===== config.mk =====
export PLATFORM = sky130hd
export DESIGN_NAME = pfb_buffer
export DESIGN_NICKNAME = d
export VERILOG_FILES = /design/src/rtl/pfb_pkg.sv /design/src/rtl/pfb_slot_bank.sv /design/src/rtl/pfb_read_port.sv /design/src/rtl/pfb_buffer.sv
export SDC_FILE = /design/constraint.sdc
export NUM_CORES = 2
export LEC_CHECK = 0
export ABC_CLOCK_PERIOD_IN_PS = 6360
export BUFFER_PORTS_ARGS = -buffer_cell sky130_fd_sc_hd__buf_2
export CAP_MARGIN = 10
export CORE_AREA = 10 10 367 298
export DETAILED_ROUTE_END_ITERATION = 8
export DIE_AREA = 0 0 377 308
export PLACE_DENSITY = 0.78
export SYNTH_ARGS = -nofsm -noshare
export SYNTH_HDL_FRONTEND = slang
export SYNTH_SLANG_ARGS = --single-unit
export TNS_END_PERCENT = 100

===== constraint.sdc =====
create_clock -name clk -period 6.36 [get_ports clk]
set_input_delay 1.272 -clock clk [delete_from_list [all_inputs] [get_ports clk]]
set_output_delay 1.272 -clock clk [all_outputs]
set_load 0.02 [all_outputs]

===== src/rtl/pfb_pkg.sv =====
package pfb_pkg;

    localparam int XLEN = 32;

    typedef enum logic [1:0] {
        ST_DONE  = 2'd0,
        ST_PEND  = 2'd1,
        ST_FAULT = 2'd2
    } pfb_state_e;

    typedef enum logic [2:0] {
        DT_WORD   = 3'd0,
        DT_HALF_U = 3'd1,
        DT_HALF_S = 3'd2,
        DT_BYTE_U = 3'd3,
        DT_BYTE_S = 3'd4
    } pfb_dtype_e;

    typedef struct packed {
        pfb_state_e      st;
        logic [2:0]      dt;
        logic [XLEN-1:0] data;
    } pfb_slot_t;

    localparam pfb_slot_t SLOT_RESET = '{st: ST_DONE, dt: 3'd0, data: '0};

    // Widen the low-order bits of a raw value according to the type code.
    function automatic logic [XLEN-1:0] pfb_extend(input logic [XLEN-1:0] raw,
                                                   input logic [2:0] dt);
        logic [XLEN-1:0] r;
        case (dt)
            DT_HALF_U: r = {{(XLEN-16){1'b0}}, raw[15:0]};
            DT_HALF_S: r = {{(XLEN-16){raw[15]}}, raw[15:0]};
            DT_BYTE_U: r = {{(XLEN-8){1'b0}}, raw[7:0]};
            DT_BYTE_S: r = {{(XLEN-8){raw[7]}}, raw[7:0]};
            default:   r = raw;
        endcase
        return r;
    endfunction

endpackage


===== src/rtl/pfb_slot_bank.sv =====
module pfb_slot_bank
    import pfb_pkg::*;
#(
    parameter int NUM_REGS = 32,
    parameter int TAG_W    = 4,
    localparam int IDX_W   = $clog2(NUM_REGS)
) (
    input  logic                 clk,
    input  logic                 rst,
    input  logic                 start_valid,
    input  logic [IDX_W-1:0]     start_reg,
    input  logic [2:0]           start_dtype,
    input  logic [TAG_W-1:0]     start_tag,
    input  logic                 use_fire,
    input  logic [IDX_W-1:0]     use_reg,
    input  logic [TAG_W-1:0]     use_tag,
    input  logic                 rsp_valid,
    input  logic [IDX_W-1:0]     rsp_reg,
    input  logic [TAG_W-1:0]     rsp_tag,
    input  logic [XLEN-1:0]      rsp_data,
    input  logic                 rsp_fault,
    output pfb_slot_t            slots [NUM_REGS],
    output logic [TAG_W-1:0]     tags  [NUM_REGS]
);

    for (genvar g = 0; g < NUM_REGS; g++) begin : g_slot
        if (g == 0) begin : g_zero
            // Register zero never holds a prefetch.
            assign slots[g] = SLOT_RESET;
            assign tags[g]  = '0;
        end else begin : g_live
            pfb_slot_t        slot_q;
            logic [TAG_W-1:0] tag_q;
            logic             hit_start;
            logic             hit_use;
            logic             hit_rsp;

            always_comb begin
                hit_start = start_valid && (start_reg == IDX_W'(g));
                hit_use   = use_fire && (use_reg == IDX_W'(g));
                hit_rsp   = rsp_valid && (rsp_reg == IDX_W'(g))
                            && (slot_q.st == ST_PEND) && (rsp_tag == tag_q);
            end

            always_ff @(posedge clk) begin
                if (rst) begin
                    slot_q <= SLOT_RESET;
                    tag_q  <= '0;
                end else if (hit_start) begin
                    slot_q.st <= ST_PEND;
                    slot_q.dt <= start_dtype;
                    tag_q     <= start_tag;
                end else if (hit_use) begin
                    slot_q.st <= ST_PEND;
                    tag_q     <= use_tag;
                end else if (hit_rsp) begin
                    slot_q.st   <= rsp_fault ? ST_FAULT : ST_DONE;
                    slot_q.data <= rsp_data;
                end
            end

            assign slots[g] = slot_q;
            assign tags[g]  = tag_q;
        end
    end

endmodule


===== src/rtl/pfb_read_port.sv =====
module pfb_read_port
    import pfb_pkg::*;
#(
    parameter int NUM_REGS = 32,
    parameter int TAG_W    = 4,
    localparam int IDX_W   = $clog2(NUM_REGS)
) (
    input  pfb_slot_t            slots [NUM_REGS],
    input  logic [TAG_W-1:0]     tags  [NUM_REGS],
    input  logic                 rd_valid,
    input  logic [IDX_W-1:0]     rd_reg,
    input  logic                 rsp_valid,
    input  logic [IDX_W-1:0]     rsp_reg,
    input  logic [TAG_W-1:0]     rsp_tag,
    input  logic [XLEN-1:0]      rsp_data,
    input  logic                 rsp_fault,
    output logic                 rd_ready,
    output logic                 rd_stall,
    output logic                 rd_fault,
    output logic [XLEN-1:0]      rd_data,
    output logic                 use_fire
);

    pfb_slot_t        sel;
    logic [TAG_W-1:0] sel_tag;
    logic             bypass;

    always_comb begin
        sel      = slots[rd_reg];
        sel_tag  = tags[rd_reg];
        bypass   = rsp_valid && (rsp_reg == rd_reg)
                   && (sel.st == ST_PEND) && (rsp_tag == sel_tag);
        rd_ready = 1'b0;
        rd_stall = 1'b0;
        rd_fault = 1'b0;
        rd_data  = '0;
        if (rd_valid) begin
            if (rd_reg == '0) begin
                rd_ready = 1'b1;
            end else begin
                case (sel.st)
                    ST_DONE: begin
                        rd_ready = 1'b1;
                        rd_data  = pfb_extend(sel.data, sel.dt);
                    end
                    ST_FAULT: rd_fault = 1'b1;
                    default: begin
                        if (bypass && rsp_fault) begin
                            rd_fault = 1'b1;
                        end else if (bypass) begin
                            rd_ready = 1'b1;
                            rd_data  = pfb_extend(rsp_data, sel.dt);
                        end else begin
                            rd_stall = 1'b1;
                        end
                    end
                endcase
            end
        end
        use_fire = rd_ready && (rd_reg != '0);
    end

endmodule


===== src/rtl/pfb_buffer.sv =====
module pfb_buffer
    import pfb_pkg::*;
#(
    parameter int NUM_REGS = 32,
    parameter int TAG_W    = 4,
    localparam int IDX_W   = $clog2(NUM_REGS)
) (
    input  logic             clk,
    input  logic             rst,
    input  logic             start_valid,
    input  logic [IDX_W-1:0] start_reg,
    input  logic [2:0]       start_dtype,
    input  logic [TAG_W-1:0] start_tag,
    input  logic             rsp_valid,
    input  logic [IDX_W-1:0] rsp_reg,
    input  logic [TAG_W-1:0] rsp_tag,
    input  logic [31:0]      rsp_data,
    input  logic             rsp_fault,
    input  logic             rd_valid,
    input  logic [IDX_W-1:0] rd_reg,
    input  logic [TAG_W-1:0] rd_next_tag,
    output logic             rd_ready,
    output logic             rd_stall,
    output logic             rd_fault,
    output logic [31:0]      rd_data
);

    pfb_slot_t        slots [NUM_REGS];
    logic [TAG_W-1:0] tags  [NUM_REGS];
    logic             use_fire;

    pfb_slot_bank #(.NUM_REGS(NUM_REGS), .TAG_W(TAG_W)) u_bank (
        .clk         (clk),
        .rst         (rst),
        .start_valid (start_valid),
        .start_reg   (start_reg),
        .start_dtype (start_dtype),
        .start_tag   (start_tag),
        .use_fire    (use_fire),
        .use_reg     (rd_reg),
        .use_tag     (rd_next_tag),
        .rsp_valid   (rsp_valid),
        .rsp_reg     (rsp_reg),
        .rsp_tag     (rsp_tag),
        .rsp_data    (rsp_data),
        .rsp_fault   (rsp_fault),
        .slots       (slots),
        .tags        (tags)
    );

    pfb_read_port #(.NUM_REGS(NUM_REGS), .TAG_W(TAG_W)) u_rd (
        .slots     (slots),
        .tags      (tags),
        .rd_valid  (rd_valid),
        .rd_reg    (rd_reg),
        .rsp_valid (rsp_valid),
        .rsp_reg   (rsp_reg),
        .rsp_tag   (rsp_tag),
        .rsp_data  (rsp_data),
        .rsp_fault (rsp_fault),
        .rd_ready  (rd_ready),
        .rd_stall  (rd_stall),
        .rd_fault  (rd_fault),
        .rd_data   (rd_data),
        .use_fire  (use_fire)
    );

endmodule


==> impl_results.md <==
* EDFF count, synth at 0
* Switch Pwr at about 0.0041 W
* Total Power at 0.0169 W
* Horiz. Die Dim at around 380 um
* Post-synth top flop: dfxtp_1
* Syn. warnings at 0
* Number of setup buffers added after CTS at 0
* Syn nets at 5981
* Initial Util at 59.5%
* Pins over their slew limit at 0
* Starting DRC count in detailed routing at 6668
* Setup_tns at 0 ps
* Core box area at between 100000 and 150000 um^2
* Int Power at between 0.01 and 0.015 W
* Worst hold path type: register to register
* CP Data Arrival Time at approximately 5000 ps
* Comb pwr share at roughly 6.5%
* Clk slew on worst S/H paths at about 60 ps
* Synth Area in Simple Gates at 13.2%
* Top cells by count, synth: dfxtp_1, nor2_1, mux2i_1
* Adder-cell share of the synthesized area at 0%
* Status: finished clean
* Worst Hold End: u_bank.slots[736]
* Post-synthesis register bit count at approximately 1.3k
* Crit start category: primary input
* DR vias at 47.3k
* Critical path required time at between 5000 and 6000 ps
* Minimum clock period at between 6000 and 7000 ps
* CTS Root Cell: clkbuf_16
* Worst R2R Path Depth at 12
* Avg WL per Cell at between 20 and 30 um
* Hold WS at 456 ps
* Buffers on Ports at 102
* Synth Area in Compound Gates at under 10%
* Max Cap Viol at 0
* Final-stage net count at between 5k and 6k
* Post-synth ARST share at 0%
* Hold path cells at 2
* Top post-synthesis cells by area: dfxtp_1, mux2i_1, mux4_2, nor2_1, clkbuf_1
* Power share of the clock group at approximately 46%
* # rows at 105
* RSZ-0062 raised after global routing: false
* Worst r2r src: u_bank.slots[184]
* Sw frac at between 20% and 30%
* Fillers at 7629
* Post-DP HPWL at between 100000 and 150000 um
* Register area share after synthesis at 42.0%
* Most common cell in the netlist: dfxtp_1
* Sequential fraction of design power at 47.4%
* Routability Congestion at 0.988
* Pwr Density at ~250 nW/um^2
* Worst slew pin tran at roughly 1400 ps
* Die area at 116000 um^2
* P_leak at between 20 and 30 nW
* Top-area cell type share of the netlist area at 42.0%
* Relative slew slack at 8.91%
* XOR/XNOR Fraction of Synth Area at ~1.9%
* CP max stage cell: or4b_2
* CP cell instances: buf_8 > buf_12 > mux2_4 > a221o_1 > a2111oi_4 > nor3_1 > or4_4 > or4b_2 > or3_1 > a21oi_2 > buf_2
* Max Fclk at about 160 MHz
* Routed WL at around 190000 um
* Crit Reg-Reg Endpoint: u_bank.slots[805]
* Clock sink count at 1271
* Syn_area_per_cell at 10.2 um^2
* Final Cycle Share at between 90% and 100%
* R2R setup slack at 2030 ps
* Largest net degree at the start of global routing at 208
* Clock buffer depth at 3
* Vias in the first global route at around 45k
* DRT antenna net count at 0
* DRC Markers at 0
* Area Growth Syn to Fin at 9.25%
* DR pass1 iterations at 7
* H-tree levels at 3
* Num CTS Buffers at between 100 and 150
* Cell area after synthesis at 60600 um^2
* Final Non-Filler Cells at slightly above 7k
* Initial antenna violation count at 13
* Mux cell area share after synthesis at roughly 31%
* DR vias/cell at ~6.6
* Synth cell types at 88
* I/O Pins at 103
* CTS tree: done
* # setup viols final at 0
* Hold path start: u_bank.slots[736]
* Synthesized instance count at 5913
* Post-synth top area cell: dfxtp_1
* Layout cell share with drive strength beyond 1 at 15.6%
* Total congestion overflow at 0
* Final setup skew at 48.8 ps
* GRT Total Usage at approximately a third
* Largest family of logic cells by synthesized area: multiplexers
* Crit path kind: primary input to output port
* CP max stage delay at 670 ps
* Placed Cells incl. Taps at just under 7k
* Clk_lat worst skew at 780 ps
* Die Y at 308 um
* CP Max Fanout at 21
* Hold Fails Final Rpt at 0
* Peak supply drop at 0.000272 V
* First-pass GRT wire length at about 280000 um
* CP Capture Type: output port
==> per-stage QoR <==
stage	instance area (um^2)	setup slack, ps	util [%]
final	66200	92.3	65.0
after CTS	66200	50.0	65.0
after detailed placement	61900	57.3	60.8
after floorplan	60600	271	-
after global routing	66200	5.01	65.0
after global placement	61900	55.5	60.8
==> cell type report <==
class | instances | area, um^2 | share of cell area, %
diodes | 6 | 15.0 | 0.0227
clock inverters | 53 | 821 | 1.24
multi-input cells | 4039 | 32200 | 48.7
flip-flops and latches | 1271 | 25400 | 38.4
clock buffers | 170 | 3460 | 5.22
well taps | 1337 | 1670 | 2.53
inverters | 22 | 87.6 | 0.132
repair buffers | 269 | 2480 | 3.74
==> what timing repair did <==
item	4_1_cts	5_1_grt
gates resized for setup	0	8
hold buffers	0	0
endpoints found under the setup margin	0	20
==> power groups by stage <==
stage,registers (W),clock network (W),logic (W)
after global placement,0.00818,0,0.00105
after detailed placement,0.00818,0,0.00106
after CTS,0.00800,0.00780,0.00106
after global routing,0.00800,0.00808,0.00114
after floorplan,0.00817,0,0.000724
final,0.00801,0.00777,0.00110
==> layout by cell type (no fill, tap or decap), drive strengths merged, types with 7 or more instances in the layout <==
cell type,Yosys,routed
buf,193,269
nand3,75,75
and2,11,11
a311oi,48,48
nand2,334,334
xnor2,72,72
or2,7,7
nand4,16,16
mux2i,1141,1141
nand2b,28,28
a211oi,104,104
a221oi,18,18
mux4,324,324
or3,9,9
inv,22,24
bufinv,0,17
a211o,16,16
o21ai,55,55
a2111oi,8,8
mux2,17,17
a21o,9,9
clkinv,0,30
nor4,42,42
xor2,57,57
nor2b,19,19
or4b,8,8
clkbuf,388,170
a31oi,18,18
a21oi,145,145
nor3,36,36
nand4b,12,12
nor2,1276,1276
o311ai,14,14
dfxtp,1271,1271
o211ai,11,11
o22ai,20,20
a22oi,20,20
==> flip-flops by register name, indices dropped and copies added (netlist names) <==
signal / flops
u_bank.g_slot.g_live.tag_q: 124
u_bank.slots: 1147
==> worst max path at each step <==
stage              start           to  slack (ps)  cells past startpoint
3_5_place_dp   rd_reg[0]     rd_fault          60                     10
2_1_floorplan  rd_reg[0]  rd_data[30]         270                     14
3_3_place_gp   rd_reg[0]     rd_fault          60                     10
4_1_cts        rd_reg[0]     rd_fault          50                     10
5_1_grt        rd_reg[0]   rd_data[8]           5                     16
6_report       rd_reg[0]     rd_fault          90                     11
==> logic make-up (layout without fill, tap and decap cells) <==
logic type,Yosys count,count (layout)
muxes,1482,1482
DFF,1271,1271
buffers and inverters,603,514
other,0,6
and+or+nand+nor,1901,1901
AOI/OAI and AO/OA,527,527
xor gates and xnor gates,129,129
==> worst max-delay path: cells and delay by family <==
| family | cells | cell delay, ps |
|---|---|---|
| compound gates | 3 | 1050 |
| mux | 1 | 310 |
| simple gates | 4 | 1710 |
| buf+inv | 3 | 640 |
==> routing by layer <==
metal / vias to the layer above / routed length, um / GRT usage, %
met5: - / 113 / 0.343
met4: 10 / 8790 / 13.8
met3: 575 / 23700 / 8.28
met2: 2893 / 81500 / 46.2
met1: 23300 / 75400 / 43.2
li1: 20500 / - / -
Power figures use the tool's default switching activity.
